`src/rtl/hwlock_pkg.sv`:
```
package hwlock_pkg;

  localparam int unsigned WORD_W     = 32;
  localparam int unsigned FLAG_BASE  = 32'h0000_0800;
  localparam int unsigned STAT_ADDR  = 32'h0000_0014;
  localparam int unsigned CODE_LSB   = 24;
  localparam int unsigned LOCKS_UNIT = 32;

  // Count code published in the status word: number of 32-flag groups.
  function automatic logic [3:0] count_code(input int unsigned n_locks);
    return 4'(n_locks / LOCKS_UNIT);
  endfunction

  // Full status word with the code at its field position.
  function automatic logic [WORD_W-1:0] status_word(input int unsigned n_locks);
    logic [WORD_W-1:0] w;
    w = '0;
    w[CODE_LSB +: 4] = count_code(n_locks);
    return w;
  endfunction

endpackage

```
`src/rtl/hwlock_decode.sv`:
```
module hwlock_decode
  import hwlock_pkg::*;
#(
  parameter int unsigned NUM_LOCKS = 64,
  parameter int unsigned ADDR_W    = 12,
  localparam int unsigned IDX_W    = $clog2(NUM_LOCKS)
) (
  input  logic [ADDR_W-1:0] addr,
  output logic              flag_hit,
  output logic              stat_hit,
  output logic [IDX_W-1:0]  flag_idx
);

  localparam logic [ADDR_W-1:0] BASE_A = ADDR_W'(FLAG_BASE);
  localparam logic [ADDR_W-1:0] SPAN_A = ADDR_W'(4 * NUM_LOCKS);
  localparam logic [ADDR_W-1:0] STAT_A = ADDR_W'(STAT_ADDR);

  logic [ADDR_W-1:0] offset;

  always_comb begin
    offset   = addr - BASE_A;
    flag_hit = (addr >= BASE_A) && (offset < SPAN_A) && (addr[1:0] == 2'b00);
    stat_hit = (addr == STAT_A);
    flag_idx = offset[IDX_W+1:2];
  end

  always_comb begin
    AST_HIT_EXCLUSIVE: assert (!(flag_hit && stat_hit));
  end

endmodule

```
`src/rtl/hwlock_flags.sv`:
```
module hwlock_flags #(
  parameter int unsigned NUM_LOCKS = 64
) (
  input  logic                 clk,
  input  logic                 rst_n,
  input  logic [NUM_LOCKS-1:0] set_vec,
  input  logic [NUM_LOCKS-1:0] clr_vec,
  output logic [NUM_LOCKS-1:0] flags_q
);

  for (genvar g = 0; g < NUM_LOCKS; g++) begin : g_flag
    always_ff @(posedge clk) begin
      if (!rst_n)          flags_q[g] <= 1'b0;
      else if (set_vec[g]) flags_q[g] <= 1'b1;
      else if (clr_vec[g]) flags_q[g] <= 1'b0;
    end
  end

  AST_SET_ONEHOT: assert property (@(posedge clk) disable iff (!rst_n)
    $onehot0(set_vec | clr_vec));

  AST_OTHERS_HELD: assert property (@(posedge clk) disable iff (!rst_n)
    ((set_vec | clr_vec) == '0) |=> $stable(flags_q));

endmodule

```
`src/rtl/hwlock_bank.sv`:
```
module hwlock_bank
  import hwlock_pkg::*;
#(
  parameter int unsigned NUM_LOCKS = 64,
  parameter int unsigned ADDR_W    = 12,
  localparam int unsigned IDX_W    = $clog2(NUM_LOCKS)
) (
  input  logic              clk,
  input  logic              rst_n,
  input  logic [ADDR_W-1:0] addr,
  input  logic              rd_en,
  input  logic              wr_en,
  input  logic [31:0]       wr_data,
  output logic [31:0]       rd_data
);

  logic                 flag_hit;
  logic                 stat_hit;
  logic [IDX_W-1:0]     flag_idx;
  logic                 rd_take;
  logic                 acquire_ev;
  logic                 release_ev;
  logic [NUM_LOCKS-1:0] set_vec;
  logic [NUM_LOCKS-1:0] clr_vec;
  logic [NUM_LOCKS-1:0] flags_q;
  logic [31:0]          rd_next;

  hwlock_decode #(.NUM_LOCKS(NUM_LOCKS), .ADDR_W(ADDR_W)) u_decode (
    .addr     (addr),
    .flag_hit (flag_hit),
    .stat_hit (stat_hit),
    .flag_idx (flag_idx)
  );

  // One access per cycle: a write beats a read in the same cycle.
  always_comb begin
    rd_take    = rd_en && !wr_en;
    acquire_ev = rd_take && flag_hit;
    release_ev = wr_en && flag_hit && (wr_data == 32'd0);
    set_vec    = '0;
    clr_vec    = '0;
    if (acquire_ev) set_vec[flag_idx] = 1'b1;
    if (release_ev) clr_vec[flag_idx] = 1'b1;
  end

  hwlock_flags #(.NUM_LOCKS(NUM_LOCKS)) u_flags (
    .clk     (clk),
    .rst_n   (rst_n),
    .set_vec (set_vec),
    .clr_vec (clr_vec),
    .flags_q (flags_q)
  );

  always_comb begin
    rd_next = '0;
    if (rd_take) begin
      if (stat_hit)      rd_next = status_word(NUM_LOCKS);
      else if (flag_hit) rd_next = {31'd0, flags_q[flag_idx]};
    end
  end

  always_ff @(posedge clk) begin
    if (!rst_n) rd_data <= '0;
    else        rd_data <= rd_next;
  end

  AST_ACQUIRE_SETS: assert property (@(posedge clk) disable iff (!rst_n)
    acquire_ev |=> flags_q[$past(flag_idx)]);

  AST_FREE_READS_ZERO: assert property (@(posedge clk) disable iff (!rst_n)
    (acquire_ev && !flags_q[flag_idx]) |=> (rd_data == 32'd0));

  AST_TAKEN_READS_ONE: assert property (@(posedge clk) disable iff (!rst_n)
    (acquire_ev && flags_q[flag_idx]) |=> (rd_data == 32'd1));

  AST_RELEASE_CLEARS: assert property (@(posedge clk) disable iff (!rst_n)
    release_ev |=> !flags_q[$past(flag_idx)]);

  AST_NO_READ_ZERO: assert property (@(posedge clk) disable iff (!rst_n)
    !rd_take |=> (rd_data == 32'd0));

  AST_COLLIDE_DROPS: assert property (@(posedge clk) disable iff (!rst_n)
    (rd_en && wr_en) |=> (rd_data == 32'd0));

  AST_UNMAPPED_QUIET: assert property (@(posedge clk) disable iff (!rst_n)
    (!flag_hit && !stat_hit) |=> ((rd_data == 32'd0) && $stable(flags_q)));

endmodule

```
`config.mk`:
```
export PLATFORM = sky130hd
export DESIGN_NAME = hwlock_bank
export DESIGN_NICKNAME = d
export VERILOG_FILES = /design/src/rtl/hwlock_pkg.sv /design/src/rtl/hwlock_decode.sv /design/src/rtl/hwlock_flags.sv /design/src/rtl/hwlock_bank.sv
export SDC_FILE = /design/constraint.sdc
export NUM_CORES = 1
export LEC_CHECK = 0
export BUFFER_PORTS_ARGS = -buffer_cell sky130_fd_sc_hd__buf_2
export CAP_MARGIN = 20
export CORE_ASPECT_RATIO = 0.6
export CORE_MARGIN = 2
export CORE_UTILIZATION = 50
export DETAILED_ROUTE_END_ITERATION = 8
export GPL_TIMING_DRIVEN = 0
export PLACE_DENSITY_LB_ADDON = 0.1
export SLEW_MARGIN = 0
export SYNTH_ARGS = -nofsm -noshare
export SYNTH_HDL_FRONTEND = slang
export SYNTH_HIERARCHICAL = 1
export SYNTH_SLANG_ARGS = --single-unit
```
`constraint.sdc`:
```
create_clock -name clk -period 2.42 [get_ports clk]
set_input_delay 0.121 -clock clk [delete_from_list [all_inputs] [get_ports clk]]
set_output_delay 0.121 -clock clk [all_outputs]
set_load 0.02 [all_outputs]
```
[Yosys cells after proc, flatten, opt, wreduce, memory -nomap -nowiden]
Cells that the tools add are included.
Widths: inputs -> output; s select.
Word-level totals
  register bits: 96
  output and inout port bits: 32
Cells by class
  add/subtract/negate cells: 1
  $lt $le $gt $ge: 4
  equality and inequality tests: 1
  muxes and demuxes: 136
  bitwise operators: 3
  reduce and logical (&&, ||, !) cells: 77
Operators by type and width (count)
  $mux 1: 131
  $mux 64: 2
  $reduce_bool 2->1: 64
  $logic_not 32->1: 1
  $mux 26: 1
  $eq 12x5->1 const B: 1
  $ge 12x12->1 const B: 1
  $lt 12x9->1 const B: 1
  $sub 12x12->12 const B: 1
  $logic_and 1x1->1: 7
  $lt 6x7->1 const B: 1
  $bmux 1 s6: 1
  $demux 1 s6: 1
  $ge 6x1->1 const B: 1
  $reduce_or 4->1: 1
  $not 1->1: 3
  $reduce_or 3->1: 1
  $logic_not 2->1: 1
  $reduce_and 2->1: 1
  $logic_not 1->1: 1

[Longest topological paths before layout]
  word-level depth: 9
  depth in mapped cells: 9
  depth with buffers taken out: 9

[Hierarchy]
The synthesis kept the hierarchy.
Modules (own cells, without submodules)
  hwlock_flags: instances 1, cells an instance 199, area each 2240.9 µm², sequential area each 1281.2 µm²
  hwlock_bank: instances 1, cells an instance 304, area each 1667.8 µm², sequential area each 40.0 µm²
  hwlock_decode: instances 1, cells an instance 11, area each 91.3 µm², sequential area each 0.0 µm²

[Worst setup path before layout]
No wires, ideal clock.
  kind: in2reg
  start point: input addr[0]
  end point: register u_flags.flags_q[14]
  arrival: 2.175 ns
  data required time: 2.305 ns
  slack: 0.130 ns
  cell stages on the path: 9
  buffers on the path: 0
  path through: or4_4 nor3b_1 nor4b_1 nand4_1 nor4_2 nand3_1 nor2_1 nor2b_1 o21a_1
On the way
  word-level cells in the longest chain between the ends: 8
Ends and longest elaborated chain
  from (decl): RTL line hwlock_bank.sv:10  | input logic [ADDR_W-1:0] addr,
  $sub 12x12->12: RTL line hwlock_decode.sv:21  | offset = addr - BASE_A;
  $lt 12x9->1: RTL line hwlock_decode.sv:22  | flag_hit = (addr >= BASE_A) && (offset < SPAN_A) && (addr[1:0] == 2'b00);
  $logic_and 1x1->1: RTL line hwlock_decode.sv:22
  $logic_and 1x1->1 *: RTL line hwlock_decode.sv:22
  via flag_hit: RTL line hwlock_bank.sv:17  | logic flag_hit;
  $logic_and 1x1->1 * (2 in series): RTL line hwlock_bank.sv:39  | release_ev = wr_en && flag_hit && (wr_data == 32'd0);
  $mux 64 *: RTL line hwlock_bank.sv:43  | if (release_ev) clr_vec[flag_idx] = 1'b1;
  via clr_vec[14]: RTL line hwlock_bank.sv:24  | logic [NUM_LOCKS-1:0] clr_vec;
  $reduce_bool 2->1 (no line) *
  to (signal, indexed assignment): RTL line hwlock_flags.sv:13  | if (!rst_n) flags_q[g] <= 1'b0;
  to (signal, indexed assignment): RTL line hwlock_flags.sv:14  | else if (set_vec[g]) flags_q[g] <= 1'b1;
  to (signal, indexed assignment): RTL line hwlock_flags.sv:15  | else if (clr_vec[g]) flags_q[g] <= 1'b0;
  to (decl): RTL line hwlock_flags.sv:8  | output logic [NUM_LOCKS-1:0] flags_q
The timed path passes the listed nets; every way through them passes the cells marked *.
A chain may end at the register's enable or synchronous reset.

[Worst setup path after layout]
  start point: input addr[0]
  end point: register u_flags.flags_q[22]
The elaborated chain is that of the path after synthesis.

==> impl_metrics.prom <==
# TYPE chip_impl_metric gauge
chip_impl_info{name="outcome",value="finished, final reports clean"} 1
chip_impl_info{name="crit_path_start_kind",value="input pin"} 1
chip_impl_metric{name="clock_tree.buffer_depth",unit=""} 2
chip_impl_info{name="synth-main-ff-cell",value="sky130_fd_sc_hd__dfxtp_1"} 1
chip_impl_metric{name="max_freq",unit="MHz"} 425.6
chip_impl_metric{name="design_area",unit="um^2"} 4888
chip_impl_metric{name="maximum_ir_drop_on_the_vdd_rail",unit="uV"} 406.9
chip_impl_metric{name="clk-insertion-delay-late",unit="ns"} 0.33
chip_impl_metric{name="design.core.area",unit="um^2"} 7820
chip_impl_metric{name="cts.clk_slew.worst_paths",unit="ns"} 0.05
chip_impl_metric{name="met3_wirelength",unit="mm"} 1.337
chip_impl_metric{name="final_layout_net_count",unit=""} 654
chip_impl_metric{name="dieHeight",unit="um"} 73.29
chip_impl_info{name="ys_top_cells_by_area",value="sky130_fd_sc_hd__dfxtp_1 (33%), sky130_fd_sc_hd__nor2_1 (13%), sky130_fd_sc_hd__o21a_1 (12%)"} 1
chip_impl_metric{name="final_util",unit="%"} 62.51
chip_impl_metric{name="synthesis.instances",unit=""} 514
chip_impl_metric{name="largest_fanout_of_any_net_on_the_critical_path",unit=""} 8
chip_impl_metric{name="final_antenna_net_count",unit=""} 0
chip_impl_metric{name="floorplan.initialDensity",unit="%"} 51.15
chip_impl_info{name="synth_commonest_cells",value="sky130_fd_sc_hd__nor2_1 (137), sky130_fd_sc_hd__nor2b_1 (70), sky130_fd_sc_hd__dfxtp_1 (66)"} 1
chip_impl_metric{name="number_of_buffers_added_by_the_clock_tree_synthesis_step",unit=""} 9
chip_impl_metric{name="grt_pass1_vias",unit=""} 3671
chip_impl_info{name="cts_tree",value="yes"} 1
chip_impl_metric{name="die_width",unit="um"} 119.5
chip_impl_metric{name="ys_ff_latch",unit=""} 66
chip_impl_metric{name="first_pass_iters",unit=""} 5
chip_impl_metric{name="drc_errors",unit=""} 0
chip_impl_metric{name="synth.yosys.seq_area_share",unit="%"} 33.03
chip_impl_metric{name="io_pins",unit=""} 80
chip_impl_info{name="clockRootBuffer",value="sky130_fd_sc_hd__clkbuf_16"} 1
chip_impl_metric{name="first_pass_grt_wire_length",unit="mm"} 19.51
chip_impl_metric{name="detail_route.wirelength",unit="mm"} 12.71
chip_impl_info{name="worst_hold_path_class",value="in2reg"} 1
chip_impl_metric{name="synthDistinctLibCells",unit=""} 42
chip_impl_metric{name="postSynth.asyncResetShare",unit="%"} 0
chip_impl_info{name="worstPathCellList",value="buf_2 > or4_4 > nor3b_4 > nor4b_2 > nand4_1 > buf_4 > nor4_4 > nand3_2 > nor2_1 > nor2b_1 > o21a_1"} 1
chip_impl_metric{name="drt_iter0_markers",unit=""} 358
chip_impl_metric{name="layout_min_cycle_time",unit="ns"} 2.350
chip_impl_metric{name="antenna_found_initial",unit=""} 0
chip_impl_metric{name="slew-limit-headroom",unit="%"} 59.11
chip_impl_metric{name="global_route.overflow_total",unit=""} 0
chip_impl_metric{name="cp_slowest_stage_delay",unit="ns"} 0.55
chip_impl_metric{name="detailed_place_hpwl",unit="mm"} 8.721
chip_impl_info{name="path_delay_family",value="simple AND/OR/NAND/NOR gates"} 1
chip_impl_metric{name="buffering_stage_count_on_the_worst_path_with_inverters_included",unit=""} 2
chip_impl_metric{name="drt-wirelength-per-cell",unit="um"} 17.68
chip_impl_metric{name="met2_routed_wirelength",unit="mm"} 5.577
chip_impl_metric{name="final-instance-count-excl-fill",unit=""} 719
chip_impl_metric{name="power.density_cell_area",unit="nW/um^2"} 541.6
chip_impl_metric{name="fp-row-count",unit=""} 25
chip_impl_metric{name="worst_clock_skew_on_the_final_layout",unit="ns"} 0.004165
chip_impl_metric{name="vias_per_cell",unit=""} 5.416
chip_impl_metric{name="floorplan.die_area",unit="um^2"} 8755
chip_impl_info{name="yosys.cell_count.top_type",value="sky130_fd_sc_hd__nor2_1"} 1
chip_impl_info{name="endpoint_kind",value="flip-flop"} 1
chip_impl_metric{name="synth_enable_flop_cells",unit=""} 0
chip_impl_metric{name="timing_max_transition_violations_final",unit=""} 0
chip_impl_info{name="setup.worst_path.class",value="in2reg"} 1
chip_impl_metric{name="worstMarginPinSlew",unit="ns"} 0.6134
chip_impl_metric{name="synth.cell_area",unit="um^2"} 4000
chip_impl_metric{name="syn_avg_cell_area",unit="um^2"} 7.782
chip_impl_metric{name="report.power.total",unit="mW"} 2.647
chip_impl_metric{name="last_weighted_congestion_value_of_the_routability_driven_placer",unit=""} 0.8961
chip_impl_metric{name="placedCellCount",unit=""} 700
chip_impl_metric{name="area_growth_syn_to_layout",unit="%"} 22.21
chip_impl_metric{name="vias",unit=""} 3894
chip_impl_metric{name="drive_gt1_share",unit="%"} 23.57
chip_impl_metric{name="final_layout_setup_total_negative_slack",unit="ns"} 0
chip_impl_metric{name="grt_util_all_layers",unit="%"} 30.16
chip_impl_info{name="grt_setup_unrepaired",value="true"} 1
chip_impl_info{name="cp_slowest_cell",value="sky130_fd_sc_hd__or4_4"} 1
chip_impl_metric{name="cp.required",unit="ns"} 2.65
chip_impl_metric{name="antenna_cells_inserted",unit=""} 0
chip_impl_metric{name="cap_violations",unit=""} 0
chip_impl_metric{name="largest_net_degree_at_the_start_of_global_routing",unit=""} 12
chip_impl_metric{name="worstPathArrival",unit="ns"} 2.58
chip_impl_metric{name="io_buffer_count",unit=""} 49
chip_impl_metric{name="cellLeakagePower",unit="nW"} 2.040
chip_impl_metric{name="htreeDepth",unit=""} 3
chip_impl_info{name="top_layer_in_use",value="met4"} 1
chip_impl_metric{name="timing.final.hold_violations",unit=""} 0
chip_impl_metric{name="final_setup_violating_endpoints",unit=""} 0
chip_impl_metric{name="number_of_buffers_inserted_by_hold_repair_at_cts",unit=""} 0
chip_impl_metric{name="ys_warn_count",unit=""} 6
chip_impl_metric{name="synthDominantCellAreaShare",unit="%"} 33.03
chip_impl_metric{name="placedInstanceArea",unit="um^2"} 4489
chip_impl_info{name="post-synth-top-area-cell",value="sky130_fd_sc_hd__dfxtp_1"} 1
chip_impl_metric{name="layout_worst_path_cycle_share",unit="%"} 97.09
chip_impl_metric{name="m1WireLength",unit="mm"} 5.591
chip_impl_metric{name="tritoncts_num_sinks",unit=""} 66
## area by class of cell
class,count,area (um^2)
clock inverters,4,25.02
clock buffers,12,266.5
plain buffers,66,450.4
multi-input cells,407,2407
well taps,108,135.1
fillers,688,2932
flip-flops and latches,66,1321
repair buffers,52,267.8
inverters,4,15.01
## through the flow
| step | hold WS [ns] | setup WS (ns) |
|---|---|---|
| 3_3_place_gp | 0.4204 | -0.5067 |
| 5_1_grt | 0.1013 | -0.05747 |
| 4_1_cts | 0.07187 | 0.01539 |
| 2_1_floorplan | 0.2667 | 0.1303 |
| 6_report | 0.07937 | 0.07047 |
| 3_5_place_dp | 0.4280 | -0.5411 |
## registers in the layout, indices dropped and copies added (netlist names)
signal / count
u_flags/flags_q: 64
rd_data: 2
## timing repair
item                       in CTS  in global routing
setup endpoints to repair      58                 59
resized for setup              11                  7
pin swaps                       2                  1
buffers inserted                3                  0
## where the power goes
group	switching, mW	total [mW]	internal [mW]
Combinational	0.183	0.297	0.114
Clock	0.490	1.26	0.773
Sequential	0.0000558	1.09	1.09
Total	0.673	2.65	1.97
## cell usage in the layout (no fill, tap or decap), types with 4 or more instances in the layout
cell type	count
sky130_fd_sc_hd__buf_4	39
sky130_fd_sc_hd__nor4_1	7
sky130_fd_sc_hd__buf_2	55
sky130_fd_sc_hd__clkbuf_1	15
sky130_fd_sc_hd__nor2_1	136
sky130_fd_sc_hd__conb_1	30
sky130_fd_sc_hd__mux2_2	6
sky130_fd_sc_hd__nor2b_1	70
sky130_fd_sc_hd__inv_1	4
sky130_fd_sc_hd__o21a_1	64
sky130_fd_sc_hd__clkbuf_16	9
sky130_fd_sc_hd__a221oi_1	12
sky130_fd_sc_hd__dfxtp_1	66
sky130_fd_sc_hd__nand3_1	4
sky130_fd_sc_hd__a22oi_1	10
sky130_fd_sc_hd__buf_6	8
sky130_fd_sc_hd__nand2_1	14
## per-layer routing
layer | up-vias | track usage (%)
li1 | 1858 | -
met1 | 1810 | 40.45
met2 | 201 | 47.05
met3 | 25 | 9.317
met4 | 0 | 9.542
met5 | - | 0
## worst paths after layout
path	to	cells past startpoint	slack [ns]	from
min	rd_data[25]	2	0.08	rst_n
min reg2reg	u_flags/flags_q[9]	2	0.57	u_flags/flags_q[9]
max	u_flags/flags_q[22]	11	0.07	addr[0]
max reg2reg	rd_data[0]	5	0.82	u_flags/flags_q[9]
## cells by family after synthesis
kind of cell           after synthesis  synth area share [%]
AO/OA/AOI/OAI                       98                 18.52
other                                1               0.09375
buffers and inverters               70                 11.64
multiplexers                         9                 3.472
flip-flops                          66                 33.03
AND/OR/NAND/NOR                    270                 33.25
No activity file was read; power rests on OpenSTA's default activity.
